<file path="config.mk">
export PLATFORM = sky130hd
export DESIGN_NAME = ptb_fetch_top
export DESIGN_NICKNAME = d
export VERILOG_FILES = /design/src/rtl/ptb_fetch_pkg.sv /design/src/rtl/ptb_bimodal.sv /design/src/rtl/ptb_ctrl_fsm.sv /design/src/rtl/ptb_fetch_top.sv
export SDC_FILE = /design/constraint.sdc
export NUM_CORES = 2
export LEC_CHECK = 0
export ABC_AREA = 1
export BUFFER_PORTS_ARGS = -buffer_cell sky130_fd_sc_hd__buf_2
export CAP_MARGIN = 25
export CORE_MARGIN = 2
export CORE_UTILIZATION = 40
export DETAILED_ROUTE_END_ITERATION = 7
export PLACE_DENSITY_LB_ADDON = 0.08
export SETUP_SLACK_MARGIN = 0.05
export SYNTH_ARGS = -nofsm -noshare
export SYNTH_HDL_FRONTEND = slang
export SYNTH_SLANG_ARGS = --single-unit
</file>
<file path="constraint.sdc">
create_clock -name clk -period 2.15 [get_ports clk]
set_input_delay 0.43 -clock clk [delete_from_list [all_inputs] [get_ports clk]]
set_output_delay 0.43 -clock clk [all_outputs]
set_load 0.005 [all_outputs]
</file>
<file path="src/rtl/ptb_fetch_pkg.sv">
package ptb_fetch_pkg;

    typedef enum logic [2:0] {
        ST_EMPTY,
        ST_EMPTY_ARMED,
        ST_RUN,
        ST_COND,
        ST_JUMP
    } fc_state_e;

    typedef enum logic [1:0] {
        XK_NONE = 2'b00,
        XK_COND = 2'b01,
        XK_JUMP = 2'b10,
        XK_RSVD = 2'b11
    } xfer_kind_e;

    typedef struct packed {
        xfer_kind_e kind;
        logic       use_seq;
    } xfer_stat_t;

    localparam xfer_stat_t NO_XFER = '{kind: XK_NONE, use_seq: 1'b0};

    function automatic logic [1:0] sat_step(input logic [1:0] c, input logic up);
        if (up)
            return (c == 2'b11) ? c : c + 2'b01;
        else
            return (c == 2'b00) ? c : c - 2'b01;
    endfunction

endpackage

</file>
<file path="src/rtl/ptb_bimodal.sv">
module ptb_bimodal
    import ptb_fetch_pkg::*;
#(
    parameter int IDX_W = 8
) (
    input  logic             clk,
    input  logic             rst_n,
    input  logic [IDX_W-1:0] rd_idx,
    output logic             rd_taken,
    input  logic             wr_en,
    input  logic [IDX_W-1:0] wr_idx,
    input  logic             wr_taken
);
    localparam int ENTRIES = 1 << IDX_W;

    logic [1:0] ctr_w [ENTRIES];

    for (genvar e = 0; e < ENTRIES; e++) begin : g_ctr
        logic [1:0] c_q;
        always_ff @(posedge clk or negedge rst_n) begin
            if (!rst_n)
                c_q <= 2'b01;
            else if (wr_en && wr_idx == IDX_W'(e))
                c_q <= sat_step(c_q, wr_taken);
        end
        assign ctr_w[e] = c_q;
    end

    assign rd_taken = ctr_w[rd_idx][1];

endmodule

</file>
<file path="src/rtl/ptb_ctrl_fsm.sv">
module ptb_ctrl_fsm
    import ptb_fetch_pkg::*;
(
    input  logic       clk,
    input  logic       rst_n,
    input  logic       ptb_wr,
    input  logic [2:0] ptb_val,
    input  logic       mispredict,
    output fc_state_e  state,
    output xfer_stat_t eff,
    output logic       slot_valid
);
    fc_state_e  st_q, st_d;
    xfer_stat_t arm_q, arm_d;
    xfer_stat_t wr_stat;

    assign wr_stat = ptb_wr ? xfer_stat_t'(ptb_val) : NO_XFER;

    function automatic fc_state_e after_ann(input xfer_kind_e k);
        unique case (k)
            XK_COND: return ST_COND;
            XK_JUMP: return ST_JUMP;
            default: return ST_RUN;
        endcase
    endfunction

    // state register
    always_ff @(posedge clk or negedge rst_n) begin
        if (!rst_n) begin
            st_q  <= ST_EMPTY;
            arm_q <= NO_XFER;
        end else begin
            st_q  <= st_d;
            arm_q <= arm_d;
        end
    end

    // next state
    always_comb begin
        st_d  = st_q;
        arm_d = arm_q;
        unique case (st_q)
            ST_EMPTY:       st_d = ST_RUN;
            ST_EMPTY_ARMED: st_d = after_ann(arm_q.kind);
            ST_RUN, ST_JUMP: st_d = after_ann(wr_stat.kind);
            ST_COND: begin
                if (mispredict) begin
                    if (wr_stat.kind == XK_COND || wr_stat.kind == XK_JUMP) begin
                        st_d  = ST_EMPTY_ARMED;
                        arm_d = wr_stat;
                    end else begin
                        st_d = ST_EMPTY;
                    end
                end else begin
                    st_d = after_ann(wr_stat.kind);
                end
            end
            default:        st_d = ST_EMPTY;
        endcase
    end

    // outputs
    always_comb begin
        eff        = NO_XFER;
        slot_valid = 1'b0;
        unique case (st_q)
            ST_EMPTY:        eff = NO_XFER;
            ST_EMPTY_ARMED:  eff = arm_q;
            ST_RUN, ST_JUMP: begin
                slot_valid = 1'b1;
                eff        = wr_stat;
            end
            ST_COND: begin
                slot_valid = 1'b1;
                eff        = mispredict ? NO_XFER : wr_stat;
            end
            default:         eff = NO_XFER;
        endcase
    end

    assign state = st_q;

endmodule

</file>
<file path="src/rtl/ptb_fetch_top.sv">
module ptb_fetch_top
    import ptb_fetch_pkg::*;
#(
    parameter int            AW       = 32,
    parameter int            IDX_W    = 8,
    parameter logic [AW-1:0] RESET_PC = '0
) (
    input  logic          clk,
    input  logic          rst_n,
    input  logic          ptb_wr,
    input  logic [2:0]    ptb_val,
    input  logic          cmp_taken,
    input  logic [AW-1:0] targ_in,
    input  logic [AW-1:0] seq_in,
    output logic [AW-1:0] fetch_pc,
    output logic          flush,
    output logic          bp_lookup
);
    fc_state_e     state;
    xfer_stat_t    eff;
    logic          slot_valid;
    logic [1:0]    eff_kind;
    logic          mispredict;
    logic          bp_taken;
    logic [AW-1:0] pc_q, pc_d, sel_tgt;
    logic          pred_q;
    logic [AW-1:0] bpc_q, tgt_q;

    ptb_ctrl_fsm u_fsm (
        .clk        (clk),
        .rst_n      (rst_n),
        .ptb_wr     (ptb_wr),
        .ptb_val    (ptb_val),
        .mispredict (mispredict),
        .state      (state),
        .eff        (eff),
        .slot_valid (slot_valid)
    );

    ptb_bimodal #(.IDX_W(IDX_W)) u_bp (
        .clk      (clk),
        .rst_n    (rst_n),
        .rd_idx   (pc_q[IDX_W-1:0]),
        .rd_taken (bp_taken),
        .wr_en    (state == ST_COND),
        .wr_idx   (bpc_q[IDX_W-1:0]),
        .wr_taken (cmp_taken)
    );

    assign eff_kind   = eff.kind;
    assign mispredict = (state == ST_COND) && (cmp_taken != pred_q);
    assign sel_tgt    = eff.use_seq ? seq_in : targ_in;

    always_comb begin
        if (mispredict)
            pc_d = cmp_taken ? tgt_q : bpc_q + AW'(1);
        else if (eff.kind == XK_JUMP)
            pc_d = sel_tgt;
        else if (eff.kind == XK_COND && bp_taken)
            pc_d = sel_tgt;
        else
            pc_d = pc_q + AW'(1);
    end

    always_ff @(posedge clk or negedge rst_n) begin
        if (!rst_n) begin
            pc_q   <= RESET_PC;
            pred_q <= 1'b0;
            bpc_q  <= '0;
            tgt_q  <= '0;
        end else begin
            pc_q <= pc_d;
            if (eff.kind == XK_COND) begin
                pred_q <= bp_taken;
                bpc_q  <= pc_q;
                tgt_q  <= sel_tgt;
            end
        end
    end

    assign fetch_pc  = pc_q;
    assign flush     = mispredict;
    assign bp_lookup = (eff.kind == XK_COND);

endmodule

</file>
==> impl_metrics.ini <==
[run_status]
status = finished, violations left
failed_checks = setup timing

[setup_path]
cp.required_ps = 2670
slowest_delay_ps = 550
crit_path_end_kind = flip-flop
path_delay_family = simple AND/OR/NAND/NOR gates
crit_top_cell = nand2_1
path_cells = inv_8, buf_12, buf_4, nand2_1, nand2_1, nand2_1, nand3_1, nand3_1, a21oi_1, nor2_1, buf_4, nand2_2, nand3_4, buf_12, buf_16, nand3_1, nand3_1, nand2_1, nand2_1
critPathArrivalTime_ps = 3140
crit_buf_inv = 6
crit_type = reg -> reg
cp_slowest_cell = dfrtp_4
worst_setup_path_start_kind = flip-flop
cp_max_fo = 10

[yosys]
synth_cell_types = 51
synth_fp_nets = 4645
ys_warn_count = 0
synth_edf_count = 0
netlist_area_um2 = 34200
synth_flop_cell = dfrtp_1
async_reset_ff_frac = 1.00
syn_inst = 4566
syn_area_per_cell_um2 = 7.49
synth-seq-cells = 615
yosysSeqAreaShare = 0.459

[power]
ir_worst_vdd_mv = 0.691
p_per_area_nw_per_um2 = 1080
intPower_mw = 28.3
seq_power_share = 0.329
leakage_nw = 19.7
power_mw = 46.0
clockPowerShare = 0.291
comb_power_share = 0.380
switching_share = 0.384
power.switching_mw = 17.6

[placed_design]
numPortBuffers = 104
post-place-ws_ps = -524
place_hpwl_um = 80400
dp.cells = 6030
place_congestion = 0.888

[die]
fp.dieW_um = 296
rows = 107
die_height_um = 296
ioPinCount = 105
core_um2 = 85000
die-area_um2 = 87900
start_util = 0.403

[finish]
final_cell_mix = o21ai_0 (1109), nand2_1 (1057), inv_1 (397), dfrtp_1 (354), buf_4 (351)
drive_gt1_frac = 0.215
regArea_um2 = 15700
final_cells = 6197
synthToLayoutAreaGrowth_pct = 24.5
antenna_cells = 0
final_nets = 5070
multi_input_area_um2 = 16400
fill_cells = 8263
final_common_cell = o21ai_0

[timing]
whs_ps = 132
fin_skew_ps = 27.4
min_period_ps = 2620
max_freq_mhz = 381
hold_viol = 0
rsz0062_at_grt = yes
fin_ws_ps = -472
fin_crit_sh = 1.22
relSlewSlack = 0.422
tightestPinTransition_ps = 866
setup_viol = 35
slew_viol_final = 0

[routing]
wl_um = 116000
antenna_left = 0
route.detailed.drc = 0
drt_iter0_drc = 2912
wl_per_cell_um = 18.7
dr.pass1.iters = 5
vias = 33000
vias_per_cell = 5.32

[run]
max_cap_viol_count = 0

[grt]
antenna_found_initial = 1
track_usage = 0.263
grt_overflow_total = 0
first_global_vias = 29900
grt_max_degree = 154
grt_pass1_wl_um = 178000

[clocking]
clk_pin_slew_ps = 60
cts_made_buffers = 75
cts_sinks = 615
cts_root_buf = clkbuf_16
worst_skew_pair.late_latency_ps = 640
clockBufferDepth = 3
htree_num_levels = 3
cts_tree = done

[worst_hold_path]
hold_path.class = in -> reg
[worst register-to-register path, cell delays in order, from the launching register on]
cell and delay [ps]:
dfrtp_4 550, inv_8 120, buf_12 140, buf_4 150, nand2_1 50, nand2_1 50, nand2_1 40, nand3_1 90
nand3_1 80, a21oi_1 160, nor2_1 70, buf_4 150, nand2_2 120, nand3_4 160, buf_12 180, buf_16 140
nand3_1 70, nand3_1 80, nand2_1 60, nand2_1 40
[cells in the mapped netlist (37+ instances only)]
master    instances  area (µm²)
dfstp_2         256        6730
xor2_1           44         385
nor2_1          349        1310
inv_1           411        1540
o211ai_1         49         368
dfrtp_1         359        8980
clkbuf_1        118         443
o21ai_0        1116        5590
nor3_1           56         280
buf_2            37         185
a21oi_1         200        1000
a211oi_1         54         405
nand3_1         183         916
nand2_1        1066        4000
nand4_1          46         288
[layer usage]
metal,global-route usage,up-vias,wire length [µm]
met2,0.400,884,51600
met1,0.380,15700,53700
li1,-,16200,-
met3,0.0419,187,6760
met4,0.0887,0,3810
met5,0,-,0
[flip-flops by register name, summed over array words and instances, names as in the netlist]
| signal | cells |
|---|---|
| u_fsm.arm_q | 3 |
| u_bp.g_ctr.c_q | 512 |
| bpc_q | 32 |
| fetch_pc | 32 |
| tgt_q | 32 |
| pred_q | 1 |
| u_fsm.state | 3 |
[logic make-up (layout without fill, tap and decap cells)]
kind of cell | count (synthesis) | after routing | synth area share
AO/OA/AOI/OAI | 1492 | 1492 | 0.230
XOR/XNOR | 52 | 52 | 0.0133
adder cells (fa/ha/maj) | 16 | 16 | 0.00527
buffers and inverters | 616 | 1103 | 0.0733
flip-flops | 615 | 615 | 0.459
multiplexers | 32 | 32 | 0.00943
AND/OR/NAND/NOR | 1743 | 1743 | 0.209
[path summary, 6_finish.rpt]
| kind | startpoint | endpoint | slack (ps) | cells after the start |
|---|---|---|---|---|
| min reg2reg | u_bp.g_ctr[71].c_q[0] | u_bp.g_ctr[71].c_q[0] | 470 | 2 |
| min in group asynchronous | rst_n | u_bp.g_ctr[123].c_q[1] | 280 | 2 |
| max in group asynchronous | rst_n | u_bp.g_ctr[143].c_q[0] | 990 | 4 |
| max | fetch_pc[0] | fetch_pc[2] | -470 | 19 |
| max reg2reg | fetch_pc[0] | fetch_pc[2] | -470 | 19 |
| min | targ_in[10] | tgt_q[10] | 130 | 3 |
[area by class of cell]
class | instances | share of cell area
multi-input cells | 3335 | 0.385
well taps | 1144 | 0.0336
flip-flops and latches | 615 | 0.369
clock inverters | 21 | 0.00631
inverters | 423 | 0.0380
repair buffers | 541 | 0.113
clock buffers | 118 | 0.0545
[timing repair]
action | 4_1_cts | 5_1_grt
hold buffers | 1 | 0
pin swaps | 8 | 15
buffers inserted | 11 | 11
endpoints found under the hold margin | 43 | 0
cloned | 4 | 1
endpoints found under the setup margin | 107 | 349
resized for setup | 54 | 131
[metrics by stage]
stage | util | area [µm²] | TNS (ps)
final | 0.501 | 42600 | -14010
after detailed placement | 0.460 | 39100 | -17690
after CTS | 0.495 | 42100 | -12420
after global placement | 0.460 | 39100 | -16790
after floorplan | - | 34200 | 0
after global routing | 0.501 | 42600 | -18430
[power by group through the flow]
stage,registers (mW),logic (mW),clock network (mW)
floorplan,14.9,8.54,0
global placement,15.2,16.1,0
detailed placement,15.2,16.2,0
CTS,15.1,16.9,13.7
global route,15.3,19.1,14.2
finish,15.1,17.5,13.4
Power figures use the tool's default switching activity.
